**src/rtl/can_txreq_mgr.sv**
```systemverilog
module can_txreq_mgr #(
  parameter int NBUF = 3,
  parameter int IDW  = 11,
  localparam int IW  = (NBUF > 1) ? $clog2(NBUF) : 1
) (
  input  logic              clk,
  input  logic              rst_n,
  input  logic              add_we,
  input  logic [NBUF-1:0]   add_data,
  input  logic              cxl_we,
  input  logic [NBUF-1:0]   cxl_data,
  input  logic              no_retx,
  input  logic [NBUF*IDW-1:0] msg_id,
  input  logic              eng_start,
  input  logic              eng_ok,
  input  logic              eng_lost,
  input  logic              eng_err,
  input  logic [IW-1:0]     eng_idx,
  input  logic [NBUF-1:0]   tie_en,
  input  logic [NBUF-1:0]   cie_en,
  output logic [NBUF-1:0]   pend,
  output logic [NBUF-1:0]   add_pend,
  output logic [NBUF-1:0]   cxl_req,
  output logic [NBUF-1:0]   tx_done,
  output logic [NBUF-1:0]   cxl_done,
  output logic              scan_busy,
  output logic              sel_valid,
  output logic [IW-1:0]     sel_idx,
  output logic              irq
);

  logic [NBUF-1:0] add_set, cxl_set, add_now, pend_n, done_n, cd_n;
  logic [IW-1:0]   ptr, best_idx, tx_idx;
  logic [IDW-1:0]  best_id, cur_id;
  logic            found, dirty, tx_on, fail_keep, scan_last, cand, chg;

  assign add_set   = add_we ? add_data : '0;
  assign cxl_set   = cxl_we ? cxl_data : '0;
  assign scan_last = scan_busy && (ptr == IW'(NBUF-1));
  assign add_now   = (scan_busy && !scan_last) ? '0 : (add_set | add_pend);
  assign cur_id    = msg_id[int'(ptr)*IDW +: IDW];
  assign cand      = pend[ptr] && (!found || cur_id < best_id);
  assign chg       = (pend_n != pend) || fail_keep;
  assign irq       = |((tx_done & tie_en) | (cxl_done & cie_en));

  always_comb begin
    pend_n    = pend;
    done_n    = tx_done;
    cd_n      = cxl_done;
    fail_keep = 1'b0;
    for (int i = 0; i < NBUF; i++) begin
      if (eng_ok && eng_idx == IW'(i)) begin
        pend_n[i] = 1'b0;
        done_n[i] = 1'b1;
        if (cxl_req[i] || cxl_set[i]) cd_n[i] = 1'b1;
      end else if ((eng_lost || eng_err) && eng_idx == IW'(i)) begin
        if (cxl_req[i] || cxl_set[i] || no_retx) begin
          pend_n[i] = 1'b0;
          cd_n[i]   = 1'b1;
        end else begin
          fail_keep = 1'b1;
        end
      end else if (cxl_req[i] && pend[i] && !(tx_on && tx_idx == IW'(i))) begin
        pend_n[i] = 1'b0;
        cd_n[i]   = 1'b1;
      end else if (cxl_set[i] && !pend[i]) begin
        cd_n[i] = 1'b1;
      end
      if (add_set[i]) begin
        done_n[i] = 1'b0;
        cd_n[i]   = 1'b0;
      end
      if (add_now[i]) pend_n[i] = 1'b1;
    end
  end

  always_ff @(posedge clk or negedge rst_n) begin
    if (!rst_n) begin
      pend      <= '0;
      add_pend  <= '0;
      cxl_req   <= '0;
      tx_done   <= '0;
      cxl_done  <= '0;
      tx_on     <= 1'b0;
      tx_idx    <= '0;
      dirty     <= 1'b0;
      scan_busy <= 1'b0;
      ptr       <= '0;
      found     <= 1'b0;
      best_idx  <= '0;
      best_id   <= '0;
      sel_valid <= 1'b0;
      sel_idx   <= '0;
    end else begin
      pend     <= pend_n;
      tx_done  <= done_n;
      cxl_done <= cd_n;
      cxl_req  <= (cxl_req | cxl_set) & pend;
      add_pend <= (scan_busy && !scan_last) ? (add_pend | add_set) : '0;
      dirty    <= chg || (dirty && scan_busy);

      if (eng_ok || eng_lost || eng_err) tx_on <= 1'b0;
      else if (eng_start) begin
        tx_on  <= 1'b1;
        tx_idx <= eng_idx;
      end

      if (!scan_busy) begin
        if (dirty) begin
          scan_busy <= 1'b1;
          ptr       <= '0;
          found     <= 1'b0;
          sel_valid <= 1'b0;
        end
      end else begin
        if (cand) begin
          best_idx <= ptr;
          best_id  <= cur_id;
          found    <= 1'b1;
        end
        if (scan_last) begin
          scan_busy <= 1'b0;
          sel_valid <= found || cand;
          sel_idx   <= cand ? ptr : best_idx;
        end else begin
          ptr <= ptr + 1'b1;
        end
      end
    end
  end

  p_add_hold_r2: assert property (@(posedge clk) disable iff (!rst_n)
    (add_pend != '0) |-> scan_busy);

  p_cxl_clear_r4: assert property (@(posedge clk) disable iff (!rst_n)
    ((cxl_req & ~pend) != '0) |=> ((cxl_req & $past(cxl_req & ~pend)) == '0));

  p_defer_r6: assert property (@(posedge clk) disable iff (!rst_n)
    (tx_on && pend[tx_idx] && !eng_ok && !eng_lost && !eng_err) |=> pend[$past(tx_idx)]);

  p_done_ok_r7: assert property (@(posedge clk) disable iff (!rst_n)
    (eng_ok && !add_we && eng_idx < IW'(NBUF)) |=> tx_done[$past(eng_idx)]);

  p_no_retx_r9: assert property (@(posedge clk) disable iff (!rst_n)
    (no_retx && (eng_lost || eng_err) && !add_we && add_pend == '0 && eng_idx < IW'(NBUF))
    |=> (!pend[$past(eng_idx)] && cxl_done[$past(eng_idx)]));

endmodule

```
**config.mk**
```make
export PLATFORM = sky130hd
export DESIGN_NAME = can_txreq_mgr
export DESIGN_NICKNAME = d
export VERILOG_FILES = /design/src/rtl/can_txreq_mgr.sv
export SDC_FILE = /design/constraint.sdc
export NUM_CORES = 1
export LEC_CHECK = 0
export ABC_AREA = 0
export BUFFER_PORTS_ARGS = -buffer_cell sky130_fd_sc_hd__buf_4
export CAP_MARGIN = 15
export CORE_MARGIN = 8
export CORE_UTILIZATION = 40
export CTS_BUF_LIST = sky130_fd_sc_hd__clkbuf_4 sky130_fd_sc_hd__clkbuf_8 sky130_fd_sc_hd__clkbuf_16
export DETAILED_ROUTE_END_ITERATION = 10
export PLACE_DENSITY = 0.74
export SLEW_MARGIN = 20
export SYNTH_ARGS = -nofsm -noshare
export SYNTH_HDL_FRONTEND = slang
export SYNTH_SLANG_ARGS = --single-unit
```
**constraint.sdc**
```tcl
create_clock -name clk -period 3.85 [get_ports clk]
set_clock_uncertainty 0.15 [all_clocks]
set_input_delay 0.5775 -clock clk [delete_from_list [all_inputs] [get_ports clk]]
set_output_delay 0.5775 -clock clk [all_outputs]
set_load 0.01 [all_outputs]
```
After elaboration in Yosys (flattened, before gate mapping) --
Index checks and enable logic that the tools add are counted.
Word-level totals: bits in registers 39, bits of input ports 56, output and inout port bits 20, logic and storage cells 180
Operators by class: add/subtract/negate cells 1, $mul 1, $lt $le $gt $ge 2, eq/ne operators 15, shift-type cells 1, multiplexer cells 71, bitwise logic cells 7, reductions and logical operators 63
Operators with widths (number):
- $mux 1 | 62
- $shiftx 33x7->11 | 1
- $logic_and 1x1->1 | 22
- $reduce_bool 5->1 | 3
- $logic_or 1x1->1 | 13
- $mux 3 | 4
- $ne 4x3->1 const B | 3
- $reduce_and 2->1 | 6
- $lt 11x11->1 | 1
- $reduce_bool 2->1 | 5
- $and 3x3->3 | 3
- $ne 3x2->1 const B | 3
- $or 3x3->3 | 3
- $reduce_and 3->1 | 3
- $logic_not 1->1 | 8
- $mux 2 | 4
- $eq 2x2->1 const B | 3
- $mul 2x4->6 const B | 1
- $eq 2x1->1 const B | 2
- $logic_not 2->1 | 2
- $ne 2x1->1 const B | 2
- $lt 2x3->1 const B | 1
- $ne 3x3->1 | 1
- $reduce_or 3->1 | 1
- other kinds (4) | 4

Depth between registers and ports, before layout --
word-level depth 14, gate-level depth with buffers 11, gate-level depth less buffers 10

Least setup slack after synthesis --
Ideal clock, no wire load.
path type register to register, from register ptr[1], to register best_id[10], setup time 125 ps, arrival 2773 ps, required time 3575 ps, path slack 802 ps, stages on the path, launching flop included 12, buffers on the path 3, period minus slack after synthesis 3048 ps, cells stage by stage dfrtp_1 -> buf_6 -> clkbuf_1 -> mux2i_1 -> o21ai_0 -> ha_1 -> and3_1 -> nand3_1 -> a2111o_1 -> nand3_2 -> buf_6 -> mux2_2
Between the ends: cells in the longest elaborated chain, start to end 6, elaborated cells between the ends (all ways) 8, classes of those cells mul (1); order compare (1); shift (1); mux (2); reduce/logical (3)
RTL lines:
- start, declared | RTL line 33 | logic [IW-1:0] ptr, best_idx, tx_idx;
- start signal, assigned | RTL line 126 | ptr <= ptr + 1'b1;
- $mul 2x4->6 * | RTL line 41 | assign cur_id = msg_id[int'(ptr)*IDW +: IDW];
- $shiftx 33x7->11 * | RTL line 41
- named net cur_id[10] | RTL line 34 | logic [IDW-1:0] best_id, cur_id;
- $lt 11x11->1 | RTL line 42 | assign cand = pend[ptr] && (!found || cur_id < best_id);
- $logic_or 1x1->1 | RTL line 42
- $logic_and 1x1->1 | RTL line 42
- $reduce_and 2->1 (no source line)
- end signal, assigned | RTL line 118 | best_id <= cur_id;
- end, declared | RTL line 34
The timed path passes the listed nets; every way through them passes the cells marked *. The select of a mux whose other input is x is not followed. A chain may end at the register's enable or synchronous reset.

Worst setup path in the final report --
from register ptr[0], to register best_id[4]
Between the ends: cells in the longest elaborated chain, start to end 6, elaborated cells between the ends (all ways) 8, classes of those cells mul (1); order compare (1); shift (1); mux (2); reduce/logical (3)
RTL lines (RTL line):
- $mul 2x4->6 | 41
- $shiftx 33x7->11 | 41
- named net cur_id[10] | 34
- $lt 11x11->1 | 42
- $logic_or 1x1->1 | 42
- $logic_and 1x1->1 | 42
- $reduce_and 2->1 (no source line)
The timed path passes the listed nets, and every way through them passes these cells. The select of a mux whose other input is x is not followed.

==> results_dict.tcl <==
set metrics [dict create \
    cts_setup_buffers 0 \
    grt_max_degree 40 \
    min_period_ns 3.398 \
    grt_use_total 0.1469 \
    via_count 2184 \
    slew_headroom 0.6605 \
    hold_buffers 0 \
    pin_count 76 \
    wl_per_cell_um 16.02 \
    ys_types 46 \
    met2_usage 0.2479 \
    design_area_um2 3103 \
    fin_crit_sh 0.8825 \
    arrival_ns 3.43 \
    critPathLaunchType "flop" \
    regToRegEndpoint "best_id[4]$_DFFE_PN0P_" \
    multi_input_area_um2 1270 \
    ctsHtreeMaxLevel 2 \
    drt_wl_total_mm 6.408 \
    grt_pass1_vias 2274 \
    path_class "flop to flop" \
    seq_area_frac_synth 0.4138 \
    path_max_fanout 17 \
    clkTransAtPathRegs_ns 0.08 \
    clock_latency_ns 0.29 \
    ys_ff_latch 39 \
    use_met3 0.05421 \
    power_per_cell_area_nw_per_um2 725.0 \
    use_met1 0.1688 \
    r2r_slack_ns 0.45 \
    core_um2 5816 \
    status "complete, no violations" \
    viasPerCell 5.460 \
    rr_worst_depth 10 \
    netlist_top_cells_area "dfrtp_1, mux2_2, mux2i_1" \
    netlist_area_um2 2359 \
    synthFlopType "dfrtp_1" \
    cp-end-kind "flop" \
    synth_nets 314 \
    cts.sinks 39 \
    cp.depth 10 \
    hold_viol 0 \
    crit_end "best_id[4]$_DFFE_PN0P_" \
    setup_violations 0 \
    timing.hold.ws_ns 0.09814 \
    ctsResizeCount 0 \
    clockBufferDepth 2 \
    yosysWarningCount 0 \
    nets 391 \
    fillers 563 \
    areaGrowthSynthToFinish_pct 31.57 \
    n_antenna_cell 0 \
    cts_tree "done" \
    grt_pass1_wl_mm 10.35 \
    rows 28 \
    synth_top_cell_area_share 0.4138 \
    ant_nets 0 \
    crit_path_max_incr_delay_ns 0.61 \
    drive_above_1_share 0.3169 \
    clock-root-buffer "clkbuf_8" \
    port_buffers 75 \
    critPathBufInv 1 \
    r2r-start "ptr[0]$_DFFE_PN0P_" \
    p_leak_nw 1.510 \
    numCtsBuffers 5 \
    route.detailed.drc 0 \
    die_height_um 92.79 \
    critPathTopFamily "simple AND/OR/NAND/NOR gates" \
    rsz0062_at_grt "no" \
    drtPass1Iterations 4 \
    synth_largest_area_cell "dfrtp_1" \
    critical_path.startpoint "ptr[0]$_DFFE_PN0P_" \
    gp_congestion 0.9132 \
    cp.required_ns 3.88 \
    synth_edf_count 0 \
    synthCells 247 \
    start_util 0.4056 \
    dpl-instance-area_um2 2985 \
    synth_common_cells "dfrtp_1, nand2_1, a21oi_1" \
    syn_avg_cell_area_um2 9.549 \
    fmax_ghz 0.2943 \
    synthArstFlopShare 1.000 \
    slowest_stage "dfrtp_1" \
    drtIter0Drc 63 \
    top_usage_layer "met2" \
    seq_area_um2 975.9 \
    yosysMostFrequentCell "dfrtp_1" \
    die_area_um2 8609 \
    tns_ns 0 \
    max-cap-violations 0 \
    hold_class "input pin to async pin" \
    crit_chain "inv_1 -> nor2_1 -> nand2_1 -> o21ai_0 -> ha_1 -> and3_1 -> nand3_1 -> a2111o_1 -> nand3_2 -> mux2_2" \
    ir_worst_vdd_mv 0.2977 \
    fp.dieW_um 92.79 \
    post-dp-hpwl_mm 4.925 \
    maxSlewViolCount 0 \
    grt_overflow 0 \
    tightest_slew_ns 0.5093 \
    grt_antenna_before_repair 0 \
]
[through the flow]
stage	util	total power [mW]	setup WS, ns	cells
3_3_place_gp	0.5133	1.865	0.5815	392
5_1_grt	0.5336	2.431	0.1992	400
3_5_place_dp	0.5133	1.905	0.4409	392
2_1_floorplan	-	1.540	0.8025	247
4_1_cts	0.5336	2.272	0.4249	400
6_report	0.5336	2.250	0.4524	400
[cell usage in the layout (no fill, tap or decap), types with 2 or more instances in the layout]
master,instances
buf_4,77
dfrtp_1,39
nand2_1,23
a21oi_1,19
inv_1,18
o21ai_0,17
mux2_2,15
mux2i_1,14
nor2_1,14
ha_1,11
nor3_1,7
a22oi_1,6
clkbuf_8,6
nor2b_1,5
nand3b_1,5
nand3_1,5
a21o_1,4
nand2b_1,3
a2bb2oi_1,3
o22ai_1,2
nand4_1,2
a2111oi_0,2
a22o_1,2
o221ai_1,2
and3_1,2
[sequential cells by signal, summed over array words and instances, names as in the netlist]
name       cells
best_id       11
add_pend       3
cxl_done       3
cxl_req        3
pend           3
tx_done        3
best_idx       2
ptr            2
sel_idx        2
tx_idx         2
dirty          1
found          1
scan_busy      1
sel_valid      1
tx_on          1
[kinds of logic (layout without fill, tap and decap cells)]
kind of cell / after synthesis / count (layout) / synth area share
adders and majority gates: 11 / 11 / 0.05835
DFF: 39 / 39 / 0.4138
AOI/OAI and AO/OA: 68 / 68 / 0.1878
muxes: 29 / 29 / 0.1310
buffers and inverters: 25 / 103 / 0.04774
and+or+nand+nor: 75 / 75 / 0.1613
[worst min path at each step]
stage	endpoint	start	slack (ns)	depth (start not counted)
after floorplan	add_pend[0]$_DFF_PN0_	rst_n	0.13	0
after global placement	best_id[5]$_DFFE_PN0P_	best_id[5]$_DFFE_PN0P_	0.34	1
after detailed placement	best_id[5]$_DFFE_PN0P_	best_id[5]$_DFFE_PN0P_	0.34	1
after CTS	best_id[6]$_DFFE_PN0P_	rst_n	0.12	1
after global routing	best_id[3]$_DFFE_PN0P_	rst_n	0.14	1
final	best_id[3]$_DFFE_PN0P_	rst_n	0.1	1
[report_power, final]
part	internal (mW)	leakage, nW	switching (mW)
Combinational	0.574	0.972	0.570
Sequential	0.575	0.477	0.171
Clock	0.210	0.0612	0.150
[routing by layer]
metal / routed length, um / share of wire
met2: 2974 / 0.46
met1: 2817 / 0.44
met5: 0 / 0
met3: 549 / 0.086
met4: 65 / 0.010
[area by class of cell]
| type | count | share of cell area |
|---|---|---|
| tap | 75 | 0.03024 |
| inverter | 18 | 0.02177 |
| sequential | 39 | 0.3145 |
| clock inverter | 2 | 0.01129 |
| timing repair buffer | 77 | 0.1863 |
| multi-input combinational | 183 | 0.4093 |
| clock buffer | 6 | 0.02661 |
Note: power is estimated with default switching activity, not from simulation.
